===== src/rtl/dbg_prio_pkg.sv =====
package dbg_prio_pkg;
   localparam int MODE_W = 5;
   typedef logic [MODE_W-1:0] mode_t;

   localparam mode_t M_USR = 5'b10000;
   localparam mode_t M_FIQ = 5'b10001;
   localparam mode_t M_IRQ = 5'b10010;
   localparam mode_t M_SVC = 5'b10011;
   localparam mode_t M_ABT = 5'b10111;
   localparam mode_t M_UND = 5'b11011;
   localparam mode_t M_SYS = 5'b11111;

   typedef enum logic [2:0] {
      ACT_CONT = 3'b001,
      ACT_EXC  = 3'b010,
      ACT_DBG  = 3'b100
   } act_e;

   typedef struct packed {
      logic bkpt;
      logic pabt;
      logic wpt;
      logic dabt;
      logic req;
      logic intp;
      logic fast;
   } evt_t;
endpackage


===== src/rtl/dbg_prio_decide.sv =====
module dbg_prio_decide
   import dbg_prio_pkg::*;
#(
   parameter bit FIQ_EN = 1'b1
) (
   input  evt_t  evt,
   input  mode_t cur_mode,
   input  logic  in_dbg,
   output act_e  act,
   output mode_t mode,
   output logic  set_abt,
   output logic  set_int
);
   logic  dbg_cause;
   logic  any_abt;
   mode_t int_mode;

   generate
      if (FIQ_EN) begin : g_fiq
         assign int_mode = evt.fast ? M_FIQ : M_IRQ;
      end else begin : g_irq_only
         assign int_mode = M_IRQ;
      end
   endgenerate

   // breakpoint survives only when its fetch did not abort
   assign dbg_cause = evt.req | evt.wpt | (evt.bkpt & ~evt.pabt);
   assign any_abt   = evt.pabt | evt.dabt;

   always_comb begin
      act     = ACT_CONT;
      mode    = cur_mode;
      set_abt = 1'b0;
      set_int = 1'b0;
      if (!in_dbg) begin
         if (dbg_cause) begin
            act     = ACT_DBG;
            set_abt = any_abt;
            set_int = evt.intp;
            if (any_abt)        mode = M_ABT;
            else if (evt.intp)  mode = int_mode;
         end else if (any_abt) begin
            act  = ACT_EXC;
            mode = M_ABT;
         end else if (evt.intp) begin
            act  = ACT_EXC;
            mode = int_mode;
         end
      end
   end
endmodule


===== src/rtl/dbg_prio_state.sv =====
module dbg_prio_state
   import dbg_prio_pkg::*;
#(
   parameter mode_t RST_MODE = M_SVC
) (
   input  logic  clk,
   input  logic  rst_n,
   input  act_e  act,
   input  mode_t mode,
   input  logic  set_abt,
   input  logic  set_int,
   input  logic  dbg_exit,
   output act_e  act_q,
   output mode_t mode_q,
   output logic  in_dbg_q,
   output logic  abt_q,
   output logic  int_q
);
   logic enter;
   assign enter = (act == ACT_DBG);

   always_ff @(posedge clk) begin
      if (!rst_n) begin
         act_q    <= ACT_CONT;
         mode_q   <= RST_MODE;
         in_dbg_q <= 1'b0;
         abt_q    <= 1'b0;
         int_q    <= 1'b0;
      end else begin
         act_q    <= act;
         mode_q   <= mode;
         in_dbg_q <= enter   | (in_dbg_q & ~dbg_exit);
         abt_q    <= set_abt | (abt_q    & ~dbg_exit);
         int_q    <= set_int | (int_q    & ~dbg_exit);
      end
   end
endmodule


===== src/rtl/dbg_prio_resolver.sv =====
module dbg_prio_resolver
   import dbg_prio_pkg::*;
#(
   parameter bit    FIQ_EN   = 1'b1,
   parameter mode_t RST_MODE = M_SVC
) (
   input  logic             clk,
   input  logic             rst_n,
   input  logic             bkpt_hit_i,
   input  logic             pabt_i,
   input  logic             wpt_hit_i,
   input  logic             dabt_i,
   input  logic             dbg_req_i,
   input  logic             int_pend_i,
   input  logic             int_fast_i,
   input  logic [MODE_W-1:0] cur_mode_i,
   input  logic             dbg_exit_i,
   output logic [2:0]       action_o,
   output logic [MODE_W-1:0] mode_o,
   output logic             in_debug_o,
   output logic             int_dis_o,
   output logic             abt_seen_o,
   output logic             int_seen_o
);
   if (RST_MODE[MODE_W-1] != 1'b1) begin : g_bad_rst_mode
      $error("RST_MODE must be a valid mode encoding (top bit set)");
   end

   evt_t  evt;
   act_e  act_d, act_q;
   mode_t mode_d;
   logic  set_abt, set_int;

   assign evt = '{bkpt: bkpt_hit_i, pabt: pabt_i, wpt: wpt_hit_i,
                  dabt: dabt_i, req: dbg_req_i, intp: int_pend_i,
                  fast: int_fast_i};

   dbg_prio_decide #(.FIQ_EN(FIQ_EN)) decide_i (
      .evt      (evt),
      .cur_mode (cur_mode_i),
      .in_dbg   (in_debug_o),
      .act      (act_d),
      .mode     (mode_d),
      .set_abt  (set_abt),
      .set_int  (set_int)
   );

   dbg_prio_state #(.RST_MODE(RST_MODE)) state_i (
      .clk      (clk),
      .rst_n    (rst_n),
      .act      (act_d),
      .mode     (mode_d),
      .set_abt  (set_abt),
      .set_int  (set_int),
      .dbg_exit (dbg_exit_i),
      .act_q    (act_q),
      .mode_q   (mode_o),
      .in_dbg_q (in_debug_o),
      .abt_q    (abt_seen_o),
      .int_q    (int_seen_o)
   );

   assign action_o  = act_q;
   assign int_dis_o = in_debug_o;
endmodule


===== config.mk =====
export PLATFORM = sky130hd
export DESIGN_NAME = dbg_prio_resolver
export DESIGN_NICKNAME = d
export VERILOG_FILES = /design/src/rtl/dbg_prio_pkg.sv /design/src/rtl/dbg_prio_decide.sv /design/src/rtl/dbg_prio_state.sv /design/src/rtl/dbg_prio_resolver.sv
export SDC_FILE = /design/constraint.sdc
export NUM_CORES = 1
export LEC_CHECK = 0
export ABC_CLOCK_PERIOD_IN_PS = 1200
export BUFFER_PORTS_ARGS = -buffer_cell sky130_fd_sc_hd__buf_4
export CORE_AREA = 3 3 40 42
export CTS_BUF_LIST = sky130_fd_sc_hd__clkbuf_8
export DETAILED_ROUTE_END_ITERATION = 12
export DIE_AREA = 0 0 43 45
export GPL_ROUTABILITY_DRIVEN = 0
export PLACE_DENSITY = 0.71
export SYNTH_ARGS = -nofsm -noshare
export SYNTH_HDL_FRONTEND = slang
export SYNTH_SLANG_ARGS = --single-unit
export TNS_END_PERCENT = 1

===== constraint.sdc =====
create_clock -name clk -period 1.2 [get_ports clk]
set_input_delay 0.24 -clock clk [delete_from_list [all_inputs] [get_ports clk]]
set_output_delay 0.24 -clock clk [all_outputs]
set_load 0.05 [all_outputs]

=== Word level (Yosys, flattened, before mapping) ===
Cells that the tools add are included.

* Equality and inequality tests: 1
* Shift operators: 0
* Bitwise logic cells: 12
* Multiplexer cells: 12
* Magnitude comparators: 0
* Divide/modulo/power cells: 0
* Reduce and logical (&&, ||, !) cells: 0
* $mul: 0
* Add/sub/neg operators: 0

{| class="wikitable"
|+ Operator list
! operator !! count
|-
| $mux 5 || 3
|-
| $mux 3 || 3
|-
| $or 1x1->1 || 6
|-
| $and 1x1->1 || 4
|-
| $mux 1 || 4
|-
| $mux 2 || 2
|-
| $eq 3x3->1 const B || 1
|-
| $not 1->1 || 2
|}

* Bits in read-only memories: 0
* Word-level logic and storage cells: 30
* Output and inout port bits: 12
* Bits of input ports: 15
* Memory bits (writable): 0
* Memories: 0
* Bits in latches: 0
* Flip-flop bits (word level): 11

=== Depth between registers and ports, before layout ===
* Depth after elaboration: 7
* Gate-level depth with buffers: 3
* Depth with buffers taken out: 3

=== Modules after synthesis ===
A second synthesis with hierarchy kept.

* Cell total of the unflattened synthesis: 51
* Area, all modules: 523.0 um^2

{| class="wikitable"
|+ By module, submodules not included
! module !! instances !! area each (um^2) !! seq. area each (um^2) !! cells an instance
|-
| dbg_prio_state || 1 || 326.6 || 220.2 || 27
|-
| dbg_prio_decide || 1 || 188.9 || 0.0 || 23
|-
| dbg_prio_resolver || 1 || 7.5 || 0.0 || 1
|}

=== Worst setup path after synthesis ===
OpenSTA, ideal clock, no wires.

* Path kind: register -> register
* Start: register state_i.in_dbg_q
* End: register state_i.mode_q[2]
* Path buffers: 0
* Slack: -0.110 ns
* Library setup time: 0.115 ns
* Clock period less this slack: 1.310 ns
* Arrival time: 1.195 ns
* Cell stages (with the launch flop): 4
* Data required time: 1.085 ns
* Cell sequence: dfxtp_1 -> inv_1 -> a22o_1 -> and2_1

* Cells in the longest elaborated chain, start to end: 1

{| class="wikitable"
|+ Ends and longest elaborated chain
! what !! RTL line !! source
|-
| from (decl) || dbg_prio_state.sv:15 || <nowiki>output logic in_dbg_q,</nowiki>
|-
| from (signal assigned) || dbg_prio_state.sv:32 || <nowiki>in_dbg_q <= enter | (in_dbg_q & ~dbg_exit);</nowiki>
|-
| $mux 5 || dbg_prio_decide.sv:35 || <nowiki>if (!in_dbg) begin</nowiki>
|-
| to (signal assigned) || dbg_prio_state.sv:31 || <nowiki>mode_q <= mode;</nowiki>
|-
| to (decl) || dbg_prio_state.sv:14 || <nowiki>output mode_t mode_q,</nowiki>
|}

Every way passes these cells.
A chain may end at the register's enable or synchronous reset.

=== Worst setup path after layout ===
* Start: register state_i.in_dbg_q
* End: output port int_dis_o

{| class="wikitable"
|+ RTL lines
! what !! RTL line !! source
|-
| to (decl) || dbg_prio_resolver.sv:21 || <nowiki>output logic int_dis_o,</nowiki>
|}

No word-level cell between the ends.

==> impl_metrics.json <==
{
  "rr_worst_depth": 3,
  "crit_path_max_incr_delay_ps": 370,
  "synth_top_area_cell": "dfxtp_1",
  "grt_first_pass_wirelength_um": 1560,
  "seq_area_um2": 221,
  "cts_resized": 0,
  "viasPerCell": 4.58,
  "wirelength_um": 940,
  "layout_common_cells": "buf_4 (26), dfxtp_1 (10), a22o_1 (3), clkbuf_8 (3)",
  "initial_utilization_pct": 31.6,
  "fp.dieH_um": 45,
  "insertion_delay_ps": 230,
  "final.min_clock_period_ps": 1060,
  "synthToLayoutAreaGrowth_pct": 62.2,
  "placed_cells": 79,
  "path_buf_inv": 1,
  "syn_area_um2": 407,
  "hold_buffers": 0,
  "antenna_found_initial": 0,
  "layout.cells.non_filler": 83,
  "cp-end-kind": "output pin",
  "arrival_ps": 820,
  "grt_max_degree": 10,
  "io_pins": 27,
  "drive_gt1_share_pct": 48.5,
  "die_w_um": 43,
  "path_delay_family": "flip-flops",
  "fillCellCount": 123,
  "hpwl_um": 776,
  "fmax_mhz": 947,
  "power_leakage_nw": 0.315,
  "numCtsBuffers": 3,
  "yosys.area.top_type_share_pct": 54.2,
  "portBuffers": 26,
  "r2r_slack_ps": 180,
  "final_common_cell": "buf_4",
  "h-tree-depth": 1,
  "worstPathMaxFanout": 7,
  "hold_depth": 2,
  "hold_path.class": "primary input to flip-flop",
  "ys_seq_area_share_pct": 54.2,
  "crit_slowest_cell": "dfxtp_2",
  "multi_input_area_um2": 175,
  "max-slew-margin-rel_pct": 88.8,
  "final_nets": 84,
  "yosys-top-cells-area": "dfxtp_1 (54%), a22o_1 (6.5%), nand2b_1 (3.1%), nor2b_1 (3.1%), or3_4 (2.8%)",
  "syn_nets": 54,
  "drv_slew": 0,
  "finalClockSkew_ps": 0.255,
  "worstPathRequired_ps": 960,
  "drv_cap": 0,
  "die_area_um2": 1940,
  "syn_avg_cell_area_um2": 10.4,
  "grt.overflow.total": 0,
  "routed-via-count": 380,
  "row_count": 13,
  "status": "finished, final reports clean",
  "clockBufferDepth": 2,
  "worst_pin_slew_ps": 167,
  "crit_cells": 1,
  "synth-seq-cells": 11,
  "grt_pass1_vias": 366,
  "synth_cells": 39,
  "setup_viol": 0,
  "coreArea_um2": 1280,
  "root_buffer": "clkbuf_8",
  "powerDensity_nw_per_um2": 1500,
  "postRouteAntennaNets": 0,
  "fin_crit_sh_pct": 88.0,
  "antenna_cells": 0,
  "finalSetupTns_ps": 0,
  "first_pass_iters": 4,
  "clk_pin_slew_worst_paths_ps": 50,
  "synth_cell_type_count": 23,
  "yosysWarnings": 0,
  "ir_worst_vdd_uv": 673,
  "drcViolationCount": 0,
  "cp_cell_sequence": "buf_4",
  "wl_per_cell_um": 11.3,
  "cts_setup_buffers": 0,
  "cts_tree": "built",
  "rsz0062_at_grt": "false",
  "critical_path_class": "flip-flop to output pin",
  "grt_usage_pct": 10.7,
  "cts_sinks": 11,
  "hold_viol": 0,
  "worstSetupStartpointType": "flip-flop",
  "drt_iter0_drc": 3
}
==> final cells by class <==
type                            instances  share of cell area, %
Inverter                                1                  0.569
Tap cell                               15                   2.85
Clock buffer                            3                   6.26
Clock inverter                          1                  0.569
Sequential cell                        11                   33.6
Timing Repair Buffer                   26                   29.6
Multi-Input combinational cell         26                   26.6
==> cell families after synthesis <==
family	share of synthesized area, %
simple gates	25.5
flops	54.2
compound gates	17.5
buf+inv	2.77
==> flip-flops by register name (all words and copies together), names as in the netlist <==
register          flops
state_i.int_q         1
state_i.in_dbg_q      1
state_i.abt_q         1
state_i.mode_q        5
state_i.act_q         3
==> through the flow <==
| step | cell area, um2 | worst slack (ps) | utilization (%) | power (W) | hold WS [ps] |
|---|---|---|---|---|---|
| 6_report | 659 | 144 | 51.3 | 0.000991 | 197 |
| 2_1_floorplan | 408 | 101 | - | 0.000560 | 320 |
| 3_5_place_dp | 614 | 81.9 | 47.8 | 0.000650 | 439 |
| 3_3_place_gp | 614 | 79.3 | 47.8 | 0.000648 | 431 |
| 5_1_grt | 659 | 110 | 51.3 | 0.00104 | 201 |
| 4_1_cts | 659 | 138 | 51.3 | 0.00101 | 195 |
==> path summary, 6_finish.rpt <==
kind                                           to             start
worst min register to register      state_i.abt_q     state_i.abt_q
worst max register to register  state_i.mode_q[2]  state_i.in_dbg_q
worst min-delay path            state_i.mode_q[4]     cur_mode_i[4]
worst max-delay path                    int_dis_o  state_i.in_dbg_q
==> Yosys cell counts, drive strengths merged <==
cell	count
nor3b	1
nor2b	2
nor2	2
nand2b	2
o211a	1
a22o	3
o21bai	1
buf	1
a21oi	2
or3	1
or2	1
or2b	1
and2	1
nor3	1
nand3b	1
dfxtp	11
and3	1
nand2	3
a32oi	1
inv	1
o21ai	1
==> where the power goes <==
| group | leakage, nW | internal [W] | total (W) | switching (W) |
|---|---|---|---|---|
| registers | 0.0913 | 0.000392 | 0.000404 | 0.0000114 |
| logic | 0.197 | 0.0000908 | 0.000237 | 0.000146 |
| clock network | 0.0269 | 0.000224 | 0.000350 | 0.000127 |
==> layer usage <==
metal  share of wire, %  vias up  global-route usage (%)
li1                   -      196                       -
met2                 52       13                    18.3
met4                2.0        0                    5.42
met1                 39      169                    12.2
met3                6.8        2                    3.19
met5                  0        -                       0
No activity file was read; power rests on OpenSTA's default activity.
